[src/rtl/csplit_pkg.sv]
package csplit_pkg;
  typedef enum logic {
    PH_IDLE  = 1'b0,
    PH_ISSUE = 1'b1
  } phase_t;
endpackage

[src/rtl/csplit_pick.sv]
module csplit_pick #(
  parameter int NBANK   = 4,
  parameter int BANK_W  = 2,
  parameter int MY_BANK = 0
) (
  input  logic [NBANK*BANK_W-1:0] banks,
  input  logic [NBANK-1:0]        pend,
  output logic                    hit,
  output logic [NBANK-1:0]        win,
  output logic [BANK_W-1:0]       win_idx
);
  function automatic logic [NBANK-1:0] aimed_here(input logic [NBANK*BANK_W-1:0] bv);
    logic [NBANK-1:0] m;
    for (int i = 0; i < NBANK; i++)
      m[i] = (bv[i*BANK_W +: BANK_W] == BANK_W'(MY_BANK));
    return m;
  endfunction

  logic [NBANK-1:0] want;
  assign want = pend & aimed_here(banks);

  always_comb begin
    win     = '0;
    win_idx = '0;
    hit     = 1'b0;
    for (int i = 0; i < NBANK; i++) begin
      if (want[i] && !hit) begin
        win[i]  = 1'b1;
        win_idx = BANK_W'(i);
        hit     = 1'b1;
      end
    end
  end
endmodule

[src/rtl/csplit_slot.sv]
module csplit_slot #(
  parameter int NBANK  = 4,
  parameter int BANK_W = 2,
  parameter int ADDR_W = 8
) (
  input  logic                    issuing,
  input  logic                    hit,
  input  logic [BANK_W-1:0]       idx,
  input  logic [NBANK*ADDR_W-1:0] addrs,
  output logic                    valid,
  output logic [ADDR_W-1:0]       addr
);
  assign valid = issuing & hit;
  assign addr  = valid ? addrs[idx*ADDR_W +: ADDR_W] : '0;
endmodule

[src/rtl/conflict_splitter.sv]
module conflict_splitter #(
  parameter int NBANK  = 4,
  parameter int ADDR_W = 8,
  localparam int BANK_W = (NBANK > 1) ? $clog2(NBANK) : 1
) (
  input  logic                    clk,
  input  logic                    rst_n,
  input  logic                    req_valid,
  output logic                    req_ready,
  input  logic [NBANK*BANK_W-1:0] req_bank,
  input  logic [NBANK*ADDR_W-1:0] req_addr,
  output logic [NBANK-1:0]        out_valid,
  output logic [NBANK*ADDR_W-1:0] out_addr,
  output logic [NBANK*BANK_W-1:0] out_idx,
  output logic                    out_first,
  output logic                    out_last,
  output logic                    out_conflict_free
);
  import csplit_pkg::*;

  phase_t                  phase_q;
  logic [NBANK-1:0]        pend_q;
  logic [NBANK*BANK_W-1:0] bank_q;
  logic [NBANK*ADDR_W-1:0] addr_q;
  logic                    first_q;

  logic                    issuing;
  logic                    take_group;
  logic                    wave_last;
  logic [NBANK-1:0]        slot_hit;
  logic [NBANK-1:0]        win_vec [NBANK];
  logic [NBANK-1:0]        grant;

  assign issuing    = (phase_q == PH_ISSUE);
  assign req_ready  = !issuing;
  assign take_group = req_valid && req_ready;

  for (genvar b = 0; b < NBANK; b++) begin : g_bank
    logic [BANK_W-1:0] widx;
    csplit_pick #(.NBANK(NBANK), .BANK_W(BANK_W), .MY_BANK(b)) u_pick (
      .banks  (bank_q),
      .pend   (pend_q),
      .hit    (slot_hit[b]),
      .win    (win_vec[b]),
      .win_idx(widx)
    );
    csplit_slot #(.NBANK(NBANK), .BANK_W(BANK_W), .ADDR_W(ADDR_W)) u_slot (
      .issuing(issuing),
      .hit    (slot_hit[b]),
      .idx    (widx),
      .addrs  (addr_q),
      .valid  (out_valid[b]),
      .addr   (out_addr[b*ADDR_W +: ADDR_W])
    );
    assign out_idx[b*BANK_W +: BANK_W] = out_valid[b] ? widx : '0;
  end

  always_comb begin
    grant = '0;
    for (int b = 0; b < NBANK; b++) grant = grant | win_vec[b];
  end

  assign wave_last         = issuing && (grant == pend_q);
  assign out_first         = issuing && first_q;
  assign out_last          = wave_last;
  assign out_conflict_free = out_first && wave_last;

  always_ff @(posedge clk or negedge rst_n) begin
    if (!rst_n) begin
      phase_q <= PH_IDLE;
      pend_q  <= '0;
      bank_q  <= '0;
      addr_q  <= '0;
      first_q <= 1'b0;
    end else if (take_group) begin
      phase_q <= PH_ISSUE;
      pend_q  <= '1;
      bank_q  <= req_bank;
      addr_q  <= req_addr;
      first_q <= 1'b1;
    end else if (issuing) begin
      pend_q  <= pend_q & ~grant;
      first_q <= 1'b0;
      if (wave_last) phase_q <= PH_IDLE;
    end
  end
endmodule

[config.mk]
export PLATFORM = sky130hd
export DESIGN_NAME = conflict_splitter
export DESIGN_NICKNAME = d
export VERILOG_FILES = /design/src/rtl/csplit_pkg.sv /design/src/rtl/csplit_pick.sv /design/src/rtl/csplit_slot.sv /design/src/rtl/conflict_splitter.sv
export SDC_FILE = /design/constraint.sdc
export NUM_CORES = 1
export LEC_CHECK = 0
export ABC_AREA = 1
export BUFFER_PORTS_ARGS = -buffer_cell sky130_fd_sc_hd__buf_2
export CORE_MARGIN = 10
export CORE_UTILIZATION = 54
export DETAILED_ROUTE_END_ITERATION = 10
export PLACE_DENSITY = 0.8
export SLEW_MARGIN = 10
export SYNTH_ARGS = -nofsm -noshare
export SYNTH_HDL_FRONTEND = slang
export SYNTH_SLANG_ARGS = --single-unit
export TNS_END_PERCENT = 20
[constraint.sdc]
create_clock -name clk -period 2.25 [get_ports clk]
set_input_delay 0.3375 -clock clk [delete_from_list [all_inputs] [get_ports clk]]
set_output_delay 0.3375 -clock clk [all_outputs]
set_load 0.02 [all_outputs]
==> flow_metrics.env, run 1 <==
export IMPL_status="complete, but fails checks"
export IMPL_violations="hold timing, setup timing"
export IMPL_start_util_pct=55.3
export IMPL_ys_top_cells_by_area="dfrtp_1 33%, nand2_1 18%, nand3_1 8.9%"
export IMPL_h_tree_depth=2
export IMPL_finalCriticalPeriod_ns=2.49
export IMPL_io_buffers=90
export IMPL_wirelength_mm=12.5
export IMPL_hold_class="in -> async"
export IMPL_p_leak_nw=2.49
export IMPL_setup_viol=36
export IMPL_grt_max_degree=30
export IMPL_cp_max_fo=7
export IMPL_fin_nets=692
export IMPL_fin_area_mm2=0.00460
export IMPL_max_cap_violations=0
export IMPL_yosysTopAreaCell="dfrtp_1"
export IMPL_vdd_drop_max_mv=1.10
export IMPL_drtIter0Drc=396
export IMPL_grt_pass1_wl_mm=19.1
export IMPL_path_class="reg -> out"
export IMPL_rows=29
export IMPL_antennaDiodeCount=0
export IMPL_period_share_pct=111
export IMPL_max_slew_margin_pct=65.6
export IMPL_place_gp_congestion=0.988
export IMPL_die_w_um=100
export IMPL_grt_pass1_vias=3785
export IMPL_synth_area_mm2=0.00347
export IMPL_ys_seq_area_share_pct=33.2
export IMPL_cts_tree="yes"
export IMPL_holdWs_ns=-0.00557
export IMPL_clk_pin_slew_ns=0.09
export IMPL_placed_area_mm2=0.00406
export IMPL_drive_gt1_share_pct=33.1
export IMPL_drv_slew=0
export IMPL_synth_seq_cells=46
export IMPL_io_pins=91
export IMPL_die_h_um=100
export IMPL_via_per_inst=5.72
export IMPL_antenna_found_initial=0
export IMPL_yosysUniqueCellTypes=25
export IMPL_power_density_mw_per_mm2=1790
export IMPL_max_slew_worst_pin_slew_ns=0.516
export IMPL_rsz0062_at_grt="true"
export IMPL_syn_area_per_cell_um2=6.50
export IMPL_finalWorstSetupSlack_ns=-0.241
export IMPL_clk_path_buf_depth=2
export IMPL_num_fill_cells=491
export IMPL_overflow=0
export IMPL_max_clock_freq_mhz=401
export IMPL_vias=4137
export IMPL_tns_ns=-3.11
export IMPL_dp_final_hpwl_mm=9.02
export IMPL_design_die_area_mm2=0.0100
export IMPL_required_ns=1.91
export IMPL_ys_warn_count=0
export IMPL_detail_route_antenna_nets=0
export IMPL_drt_pass1_iterations=6
export IMPL_hold_viol=20
export IMPL_drc_errors=0
export IMPL_synth_top_cell_area_share_pct=33.2
export IMPL_syn_nets=581
export IMPL_startpoint_type="flip-flop"
export IMPL_clock_latency_ns=0.30
export IMPL_grtUsageTotal_pct=23.1
export IMPL_wl_per_cell_um=17.3
export IMPL_cp_arrival_ns=2.15
export IMPL_fp_coreArea_mm2=0.00628
export IMPL_numCtsBuffers=5
export IMPL_finalClockSkew_ns=0.00535
export IMPL_endpoint_kind="output port"
export IMPL_synth_cells=534
export IMPL_cts_root_buf="clkbuf_8"
export IMPL_syn_to_final_growth_pct=32.6
export IMPL_numClockSinks=46
what timing repair did:
action                     in CTS  in global routing
gates cloned                    0                  0
buffers inserted               11                  7
hold buffers                    0                  0
setup endpoints to repair      35                 40
pin swaps                      11                 14
gates resized for setup        32                 58
per-stage QoR:
stage                     cells  util (%)  worst slack [ns]  hold WS [ns]  power [W]
after floorplan             534         -             0.113        0.0419    0.00511
after global placement      697      64.6            0.0978         0.333    0.00664
after detailed placement    697      64.6            0.0483         0.338    0.00673
after CTS                   716      69.3            -0.137       0.00981    0.00764
after global routing        723      73.3            -0.367        0.0272    0.00881
final                       723      73.3            -0.241      -0.00557    0.00824
per-layer routing:
| layer | GRT usage, % | vias to the layer above | wire length [µm] |
|---|---|---|---|
| met5 | 0 | - | 0 |
| met4 | 7.39 | 0 | 296 |
| met3 | 6.46 | 32 | 1430 |
| met2 | 34.6 | 260 | 5570 |
| met1 | 31.2 | 1909 | 5220 |
| li1 | - | 1936 | - |
sequential cells by signal, summed over array words and instances (netlist names):
signal   count
addr_q      32
bank_q       8
first_q      1
issuing      1
pend_q       4
layout make-up:
type	count	area, µm²	share of cell area [%]
inverter	60	235	5.11
tap	77	96.3	2.09
sequential	46	1160	25.2
multi-input combinational	402	2170	47.1
clock buffer	7	86.3	1.88
clock inverter	1	5.00	0.109
timing repair buffer	130	852	18.5
cells in the mapped netlist:
cell type,number
inv_2,6
a211oi_4,2
buf_6,2
buf_2,14
ha_1,4
nand3_1,62
dfrtp_1,46
nand2_1,164
nand4_1,14
a21oi_1,39
mux2_2,10
nand3_2,4
o21ai_1,4
buf_4,7
clkbuf_1,3
nand2_2,5
nor2_2,3
o211ai_1,2
inv_1,54
nand4_2,4
o21ai_0,16
or2_2,1
nand2_4,1
nor3_1,1
nor2_1,66
final timing paths:
kind | start | end | slack [ns] | cells after the start
setup / recovery | pend_q[1]$_DFFE_PN0P_ | out_conflict_free | -0.24 | 11
hold / removal | rst_n | bank_q[0]$_DFFE_PN0P_ | -0.006 | 1
setup reg to reg | pend_q[1]$_DFFE_PN0P_ | issuing$_DFF_PN0_ | 0.32 | 12
hold reg to reg | first_q$_DFFE_PN0P_ | first_q$_DFFE_PN0P_ | 0.58 | 2
max in group asynchronous | rst_n | pend_q[3]$_DFFE_PN0P_ | 1.72 | 2
min in group clk | req_addr[6] | addr_q[6]$_DFFE_PN0P_ | 0.26 | 2
kinds of logic (layout without fill, tap and decap cells):
family                     count (synthesis)  in the layout  synth area share [%]
AOI/OAI and AO/OA                         63             63                  10.1
adders and majority gates                  4              4                  1.44
buffers and inverters                     86            198                  11.0
DFF                                       46             46                  33.2
muxes                                     10             10                  3.25
and+or+nand+nor                          325            325                  41.0
cells in the final DEF, fill, tap and decap left out, types with 9 or more instances in the layout:
master	netlist	routed
nand3_1	62	52
mux2_2	10	10
dfrtp_1	46	40
inv_1	54	46
buf_6	2	11
a21oi_1	39	37
nor2_1	66	61
nand2_1	164	157
o21ai_1	4	9
buf_4	7	35
nand4_1	14	14
buf_2	14	81
o21ai_0	16	9
inv_2	6	10
worst max-delay path: stages, from the launching register on:
cell and delay [ns]:
dfrtp_2 0.45, buf_6 0.16, nand3_4 0.06, nand2_4 0.08, inv_4 0.07, nand3_4 0.08, nand2_2 0.10, nor2_2 0.04
ha_1 0.28, nand4_1 0.16, nor3_2 0.20, buf_4 0.16
report_power, final:
group	switching, W	total [W]	leakage [nW]	internal [W]
sequential	0.000418	0.00164	0.510	0.00122
clock	0.000291	0.000540	0.0482	0.000249
combinational	0.00392	0.00606	1.93	0.00214
total	0.00463	0.00824	2.49	0.00361
No activity file was read; power rests on OpenSTA's default activity.
==> inputs of run 2 (changes only) <==
- CORE_MARGIN: 10 -> default
==> flow_metrics.env, run 2 (same netlist as run 1, synthesis figures left out) <==
export IMPL_grt_pass1_wl_mm=18.6
export IMPL_io_pins=91
export IMPL_wl_met3_mm=1.57
export IMPL_largest_register="addr_q"
export IMPL_reg2reg_setup_slack_ns=-0.26
export IMPL_status="complete, but fails checks"
export IMPL_drtIter0Drc=569
export IMPL_power_density_mw_per_mm2=1820
export IMPL_wirelength_mm=12.6
export IMPL_top_regs="addr_q (32), bank_q (8), pend_q (4)"
export IMPL_overflow=0
export IMPL_cp_max_fo=5
export IMPL_wl_per_cell_um=17.2
export IMPL_max_slew_worst_pin_slew_ns=0.535
export IMPL_place_gp_congestion=0.999
export IMPL_largest_reg_flops=32
export IMPL_finalCriticalPeriod_ns=2.57
export IMPL_fin_nets=702
export IMPL_rsz0062_at_grt="true"
export IMPL_grt_pass1_vias=3762
export IMPL_via_per_inst=5.86
export IMPL_io_buffers=90
export IMPL_clock_latency_ns=0.32
export IMPL_fin_area_mm2=0.00461
export IMPL_p_leak_nw=2.54
export IMPL_clk_pin_slew_ns=0.10
export IMPL_holdWs_ns=-0.0147
export IMPL_startpoint_type="flip-flop"
export IMPL_cp_cell_sequence="inv_2 -> nand3_2 -> nand2_2 -> inv_1 -> nand2_1 -> o21ai_2 -> nor2_2 -> ha_1 -> nand4_1 -> nor3_2 -> buf_4"
export IMPL_h_tree_depth=2
export IMPL_crit_end="out_conflict_free"
export IMPL_syn_to_final_growth_pct=33.0
export IMPL_routed_wl_met2_mm=5.45
export IMPL_rows=28
export IMPL_final_cells=731
export IMPL_max_stage_delay_ns=0.43
export IMPL_cts_tree="yes"
export IMPL_required_ns=1.91
export IMPL_grtUsageTotal_pct=37.1
export IMPL_cts_root_buf="clkbuf_8"
export IMPL_wl_met1_mm=4.89
export IMPL_vdd_drop_max_mv=1.26
export IMPL_numClockSinks=46
export IMPL_drt_pass1_iterations=6
export IMPL_slowest_stage="dfrtp_1"
export IMPL_num_fill_cells=488
export IMPL_endpoint_kind="output port"
export IMPL_highest_layer="met4"
export IMPL_dp_final_hpwl_mm=8.43
export IMPL_finalClockSkew_ns=0.00894
export IMPL_grt_max_degree=37
export IMPL_antenna_found_initial=0
export IMPL_reg2reg_depth=16
export IMPL_placed_area_mm2=0.00405
export IMPL_cts_hold_buffers_added=0
export IMPL_period_share_pct=114
export IMPL_layout_commonest_cell="nand2_1"
export IMPL_drc_errors=0
export IMPL_drive_gt1_share_pct=33.5
export IMPL_reg2reg_from="bank_q[3]$_DFFE_PN0P_"
export IMPL_vias=4285
export IMPL_max_clock_freq_mhz=389
export IMPL_violations="hold timing, setup timing"
export IMPL_hold_viol=7
export IMPL_layout_common_cells="159 x nand2_1, 82 x buf_2, 61 x nor2_1"
export IMPL_numCtsBuffers=5
export IMPL_clk_path_buf_depth=2
export IMPL_reg2reg_to="issuing$_DFF_PN0_"
export IMPL_cp_arrival_ns=2.23
export IMPL_detail_route_antenna_nets=0
export IMPL_fp_coreArea_mm2=0.00606
export IMPL_dp_cells=696
export IMPL_worstSetupStartpoint="bank_q[3]$_DFFE_PN0P_"
export IMPL_path_class="reg -> out"
export IMPL_finalWorstSetupSlack_ns=-0.321
export IMPL_max_slew_margin_pct=64.3
export IMPL_setup_viol=39
export IMPL_start_util_pct=57.2
export IMPL_die_h_um=82.2
export IMPL_hold_class="in -> async"
export IMPL_design_die_area_mm2=0.00675
export IMPL_die_w_um=82.2
export IMPL_max_cap_violations=0
export IMPL_antennaDiodeCount=0
export IMPL_drv_slew=0
[run 2: metrics by stage]
| step | TNS [ns] | total power [W] | utilization [%] | setup WS [ns] |
|---|---|---|---|---|
| 6_report | -4.88 | 0.00842 | 76.1 | -0.321 |
| 5_1_grt | -7.48 | 0.00896 | 76.1 | -0.405 |
| 4_1_cts | -1.68 | 0.00780 | 73.2 | -0.173 |
| 3_5_place_dp | 0 | 0.00669 | 66.8 | 0.0145 |
| 3_3_place_gp | 0 | 0.00658 | 66.8 | 0.0929 |
| 2_1_floorplan | 0 | 0.00511 | - | 0.113 |
[run 2: final cells by class]
type / instances / area, µm² / share of cell area (%)
Clock inverter: 2 / 37.5 / 0.813
Tap cell: 75 / 93.8 / 2.03
Inverter: 60 / 230 / 4.99
Multi-Input combinational cell: 402 / 2140 / 46.3
Clock buffer: 6 / 72.6 / 1.57
Sequential cell: 46 / 1160 / 25.1
Timing Repair Buffer: 140 / 885 / 19.2
[run 2: how the worst min path moves through the flow]
stage | start | to | slack [ns] | cells after the start
after CTS | rst_n | addr_q[30]$_DFFE_PN0P_ | 0.002 | 1
after floorplan | rst_n | addr_q[0]$_DFFE_PN0P_ | 0.04 | 0
after global placement | rst_n | addr_q[30]$_DFFE_PN0P_ | 0.32 | 1
final | rst_n | addr_q[30]$_DFFE_PN0P_ | -0.01 | 1
after detailed placement | rst_n | addr_q[30]$_DFFE_PN0P_ | 0.34 | 1
after global routing | rst_n | addr_q[30]$_DFFE_PN0P_ | 0.01 | 1
[run 2: routing by layer]
layer  GRT usage (%)  up-vias
met4            14.7        0
met2            56.7      339
li1                -     1957
met3            5.93       75
met5               0        -
met1            52.2     1914
[run 2: worst max-delay path: cells and delay by family, from the launching register on]
kind / cells / cell delay (ns)
AOI/OAI and AO/OA: 1 / 0.10
adders and majority gates: 1 / 0.16
buffers and inverters: 3 / 0.34
DFF: 1 / 0.43
and+or+nand+nor: 6 / 0.89
[run 2: power breakdown]
| group | switching, W | total, W | internal (W) |
|---|---|---|---|
| clock | 0.000302 | 0.000633 | 0.000332 |
| sequential | 0.000455 | 0.00167 | 0.00122 |
| combinational | 0.00395 | 0.00611 | 0.00216 |
| total | 0.00470 | 0.00842 | 0.00371 |
[run 2: repair_timing]
item | in CTS | in global routing
setup endpoints to repair | 35 | 39
gates resized for setup | 38 | 38
endpoints found under the hold margin | 0 | 0
pin swaps | 9 | 16
setup buffers | 19 | 8
